==> src/rtl/tmds_pkg.sv <==
package tmds_pkg;
  localparam int BYTE_W = 8;
  localparam int SYM_W  = 10;
  localparam int DISP_W = 6;

  // number of ones in a byte
  function automatic logic [3:0] ones8(input logic [BYTE_W-1:0] b);
    logic [3:0] n;
    n = '0;
    for (int i = 0; i < BYTE_W; i++) n = n + {3'b000, b[i]};
    return n;
  endfunction

  // stage one: transition-reducing chain, bit 8 = 1 when XOR was used
  function automatic logic [BYTE_W:0] min_trans(input logic [BYTE_W-1:0] d);
    logic [BYTE_W:0] q;
    logic [3:0]      n;
    logic            use_xnor;
    n        = ones8(d);
    use_xnor = (n > 4'd4) || ((n == 4'd4) && !d[0]);
    q[0]     = d[0];
    for (int i = 1; i < BYTE_W; i++)
      q[i] = use_xnor ? ~(q[i-1] ^ d[i]) : (q[i-1] ^ d[i]);
    q[BYTE_W] = ~use_xnor;
    return q;
  endfunction

  // signed imbalance (ones - zeros) of a full character
  function automatic logic signed [DISP_W-1:0] word_imb(input logic [SYM_W-1:0] w);
    logic [3:0] p;
    p = '0;
    for (int i = 0; i < SYM_W; i++) p = p + {3'b000, w[i]};
    return $signed({1'b0, p, 1'b0}) - 6'sd10;
  endfunction

  // fixed blanking tokens
  function automatic logic [SYM_W-1:0] ctrl_token(input logic [1:0] c);
    logic [SYM_W-1:0] t;
    case (c)
      2'b00:   t = 10'b1101010100;
      2'b01:   t = 10'b0010101011;
      2'b10:   t = 10'b0101010100;
      default: t = 10'b1010101011;
    endcase
    return t;
  endfunction
endpackage

==> src/rtl/tmds_phase_gen.sv <==
module tmds_phase_gen #(
  parameter int RATIO = 10
) (
  input  logic clk,
  input  logic rst,
  output logic tick
);
  localparam int PW = $clog2(RATIO);
  localparam logic [PW-1:0] LAST = PW'(RATIO - 1);

  logic [PW-1:0] phase;

  always_ff @(posedge clk) begin
    if (rst)               phase <= '0;
    else if (phase == LAST) phase <= '0;
    else                   phase <= phase + 1'b1;
  end

  assign tick = (phase == LAST);
endmodule

==> src/rtl/tmds_min_stage.sv <==
module tmds_min_stage
  import tmds_pkg::*;
(
  input  logic [BYTE_W-1:0] byte_i,
  output logic [BYTE_W:0]   qm_o
);
  assign qm_o = min_trans(byte_i);
endmodule

==> src/rtl/tmds_dc_stage.sv <==
module tmds_dc_stage
  import tmds_pkg::*;
(
  input  logic                     clk,
  input  logic                     rst,
  input  logic                     load,
  input  logic                     de,
  input  logic [1:0]               ctl,
  input  logic [BYTE_W:0]          qm,
  output logic [SYM_W-1:0]         word_o,
  output logic [SYM_W-1:0]         char_q,
  output logic signed [DISP_W-1:0] disp_q
);
  logic [3:0]               n1;
  logic                     inv;
  logic [SYM_W-1:0]         data_word;
  logic signed [DISP_W-1:0] disp_nx;

  always_comb begin
    n1 = ones8(qm[BYTE_W-1:0]);
    if ((disp_q == '0) || (n1 == 4'd4))
      inv = ~qm[BYTE_W];
    else if (((disp_q > 6'sd0) && (n1 > 4'd4)) || ((disp_q < 6'sd0) && (n1 < 4'd4)))
      inv = 1'b1;
    else
      inv = 1'b0;
    data_word = {inv, qm[BYTE_W], inv ? ~qm[BYTE_W-1:0] : qm[BYTE_W-1:0]};
    word_o    = de ? data_word : ctrl_token(ctl);
    disp_nx   = de ? (disp_q + word_imb(data_word)) : '0;
  end

  always_ff @(posedge clk) begin
    if (rst) begin
      char_q <= ctrl_token(2'b00);
      disp_q <= '0;
    end else if (load) begin
      char_q <= word_o;
      disp_q <= disp_nx;
    end
  end
endmodule

==> src/rtl/tmds_shifter.sv <==
module tmds_shifter
  import tmds_pkg::*;
(
  input  logic             clk,
  input  logic             rst,
  input  logic             load,
  input  logic [SYM_W-1:0] word_i,
  output logic             bit_o
);
  logic [SYM_W-1:0] sh;

  always_ff @(posedge clk) begin
    if (rst)       sh <= ctrl_token(2'b00);
    else if (load) sh <= word_i;
    else           sh <= {1'b0, sh[SYM_W-1:1]};
  end

  assign bit_o = sh[0];
endmodule

==> src/rtl/tmds_lane.sv <==
module tmds_lane
  import tmds_pkg::*;
#(
  parameter int RATIO = SYM_W
) (
  input  logic              clk,
  input  logic              rst,
  input  logic [BYTE_W-1:0] pix_in,
  input  logic [1:0]        ctl_in,
  input  logic              de_in,
  output logic              pix_stb,
  output logic [SYM_W-1:0]  char_out,
  output logic              ser_out
);
  logic                     load_w;
  logic [BYTE_W:0]          qm_w;
  logic [SYM_W-1:0]         word_w;
  logic signed [DISP_W-1:0] disp_w;

  tmds_phase_gen #(.RATIO(RATIO)) u_phase (
    .clk (clk),
    .rst (rst),
    .tick(load_w)
  );

  tmds_min_stage u_min (
    .byte_i(pix_in),
    .qm_o  (qm_w)
  );

  tmds_dc_stage u_dc (
    .clk   (clk),
    .rst   (rst),
    .load  (load_w),
    .de    (de_in),
    .ctl   (ctl_in),
    .qm    (qm_w),
    .word_o(word_w),
    .char_q(char_out),
    .disp_q(disp_w)
  );

  tmds_shifter u_sh (
    .clk   (clk),
    .rst   (rst),
    .load  (load_w),
    .word_i(word_w),
    .bit_o (ser_out)
  );

  assign pix_stb = load_w;
endmodule

==> config.mk <==
export PLATFORM = sky130hd
export DESIGN_NAME = tmds_lane
export DESIGN_NICKNAME = d
export VERILOG_FILES = /design/src/rtl/tmds_pkg.sv /design/src/rtl/tmds_phase_gen.sv /design/src/rtl/tmds_min_stage.sv /design/src/rtl/tmds_dc_stage.sv /design/src/rtl/tmds_shifter.sv /design/src/rtl/tmds_lane.sv
export SDC_FILE = /design/constraint.sdc
export NUM_CORES = 1
export LEC_CHECK = 0
export BUFFER_PORTS_ARGS = -buffer_cell sky130_fd_sc_hd__buf_4
export CAP_MARGIN = 10
export CORE_AREA = 2 2 76 78
export DETAILED_ROUTE_END_ITERATION = 8
export DIE_AREA = 0 0 78 80
export PLACE_DENSITY = 0.61
export SYNTH_ARGS = -nofsm -noshare
export SYNTH_HDL_FRONTEND = slang
export SYNTH_SLANG_ARGS = --single-unit
==> constraint.sdc <==
create_clock -name clk -period 13.5 [get_ports clk]
set_clock_uncertainty 0.05 [all_clocks]
set_input_delay 2.025 -clock clk [delete_from_list [all_inputs] [get_ports clk]]
set_output_delay 2.025 -clock clk [all_outputs]
set_load 0.05 [all_outputs]
==> reports/qor.txt <==
Worst slew pin tran - 921 ps
Tightest Hold Check Type - register to register
Final Critical Period - 12770 ps
Slew Viols, Final - 0
Via density - 4.69
N_diodes - 0
Clock-pin transition on the worst setup and hold timing paths - 60 ps
Fill count - 546
Max Clock Freq - 0.0783 GHz
Net Count, Synth - 279
Nets - 305
Hold buffers post-CTS - 0
Netlist Area Pre-Place - 0.00211 mm²
Initial DRC count - 62
Warnings, synthesis - 0
EDFF count, synth - 0
Outcome - completed
GRT Residual Overflow - 0
Pre-CTS setup slack - 368 ps
Area of the core - 0.00541 mm²
First-pass GRT wire length - 6.87 mm
IO buf count - 24
Setup TNS - 0 ps
Worst hold stages - 2
Count leader, synth - inv_1
# rows - 27
Critical Path End Type - register
Routed WL per cell - 12.4 µm
Reg2Reg Capture Point - u_dc.disp_q[5]$_SDFFE_PP0P_
Routed Antenna Nets - 0
Drt pass-1 iters - 4
Setup bufs post-CTS - 0
Reg2reg start - u_dc.disp_q[3]$_SDFFE_PP0P_
Vias - 1535
Clk buf depth - 2
MaxCap Viol Count - 0
Startpoint types - input pin
Multi-input logic area - 0.00137 mm²
Crit path top cell by count - fa_1
Hold path endpoint - u_sh.sh[8]$_SDFF_PP1_
WL final - 4.06 mm
Slowest CP cell - fa_1
Final Hold Vio Count - 0
R2r setup slk - 7960 ps
Yosys top cell by area - dfxtp_1
HP Start - u_sh.sh[9]$_SDFF_PP1_
Req. time, crit path - 13610 ps
Fin crit share - 94.6%
Worst setup margin - 727 ps
H-tree depth - 2
Setup Crit Path Kind - input pin to register
RSZ-0062 raised after global routing - false
Placed inst area - 0.00236 mm²
Design Area, Final - 0.00244 mm²
Root buffer cell - clkbuf_8
Post-CTS resize count - 0
TritonCTS Sinks - 29
Critical path fanouts, max - 7
Top FF cell, synth - dfxtp_1
Die area - 0.00624 mm²
GP Congestion - 0.826
Starting Density - 39.0%
Largest cells by area after synthesis - dfxtp_1 (28%), ha_1 (14%), fa_1 (13%), inv_1 (6.2%), xnor2_1 (6.2%)
Vias in the first global route - 1513
DRC viols - 0
# IOs - 25
Die X - 78 µm
FF+latch area - 581 µm²
Tot GR Track Use - 14.2%
CP peak stage delay - 550 ps
FF-to-FF path depth - 22
CTS Buf Count - 5
Top cell type's share of synthesized area - 27.5%
WP data arrival - 12890 ps
CTS tree - yes
Area growth from synthesis to layout - 15.7%
Avg Cell Area, Syn - 9.25 µm²
Post-synthesis cell type count - 34
Finished Core Util - 45.1%
Commonest cells in the netlist - inv_1 (35), dfxtp_1 (29), ha_1 (24), a21oi_1 (22), o21ai_0 (21)
Layout cells sized above 1 - 16.1%
# setup viols final - 0
Worst skew pair latency - 280 ps
Sequential area share after synthesis - 27.5%
Die Span Y - 80 µm
Cells after Synth - 228
Largest net degree at the start of global routing - 14
Dpl hpwl - 3.39 mm
Asr flop ratio synth - 0%
Slew headroom - 38.1%
Initial antenna violation count - 0
#FFs+latches synth - 29
final cells by class:
cell class	instances	share of cell area, %
multi-input combinational	158	56.1
clock inverter	2	0.410
timing repair buffer	25	7.69
sequential	29	23.8
tap	72	3.69
clock buffer	6	2.97
inverter	35	5.38
per-stage QoR:
step                std cells  hold slack [ps]
floorplan                 228              350
global placement          319              364
detailed placement        319              371
CTS                       327              381
global route              327              391
finish                    327              379
cells by family after synthesis:
| kind of cell | share of synthesized area, % |
|---|---|
| AOI/OAI and AO/OA | 14.6 |
| buffers and inverters | 7.65 |
| adders and majority gates | 27.5 |
| and+or+nand+nor | 7.65 |
| DFF | 27.5 |
| xor gates and xnor gates | 12.9 |
| muxes | 2.14 |
how the worst max path moves through the flow:
stage	start	end	slack, ps	depth (start not counted)
2_1_floorplan	pix_in[0]	u_dc.disp_q[5]$_SDFFE_PP0P_	1430	41
3_3_place_gp	pix_in[0]	u_dc.disp_q[5]$_SDFFE_PP0P_	630	41
3_5_place_dp	pix_in[0]	u_dc.disp_q[5]$_SDFFE_PP0P_	370	41
4_1_cts	pix_in[0]	u_dc.disp_q[5]$_SDFFE_PP0P_	660	41
5_1_grt	pix_in[0]	u_dc.disp_q[5]$_SDFFE_PP0P_	9	41
6_report	pix_in[0]	u_dc.disp_q[5]$_SDFFE_PP0P_	730	41
placed cells by master (no fill, tap or decap), types with 2 or more instances in the layout:
cell / instances
fa_1: 14
xnor2_1: 15
nand3_1: 2
xor2_1: 7
clkinv_2: 2
o31ai_1: 2
nor2_1: 12
mux2i_1: 2
dfxtp_1: 29
a31oi_1: 2
nor3b_1: 2
xnor3_2: 2
nand2_1: 13
buf_4: 25
ha_1: 24
clkbuf_8: 5
o21ai_0: 21
inv_1: 35
o22ai_1: 2
xnor2_2: 2
a21oi_1: 22
registers in the layout (all words and copies together), names as in the netlist:
register / count
u_dc.char_q: 10
u_sh.sh: 10
u_phase.phase: 4
u_dc.disp_q: 5
layer usage:
metal / up-vias / part of all wire [%] / GRT usage [%]
met3: 8 / 3.9 / 2.83
met2: 32 / 47 / 23.1
met1: 699 / 47 / 17.9
met5: - / 0 / 0
li1: 796 / - / -
met4: 0 / 2.4 / 7.37
worst max-delay path, delay by kind of cell:
family / cells / cell delay [ps]
mux: 2 / 640
fa+ha+maj: 16 / 6420
simple gates: 2 / 370
xor+xnor: 7 / 1370
compound gates: 8 / 1500
buf+inv: 6 / 520
Power is left out: the tool's default activity adds up to more than one toggle a clock period on the data nets, which glitch-free logic cannot reach.
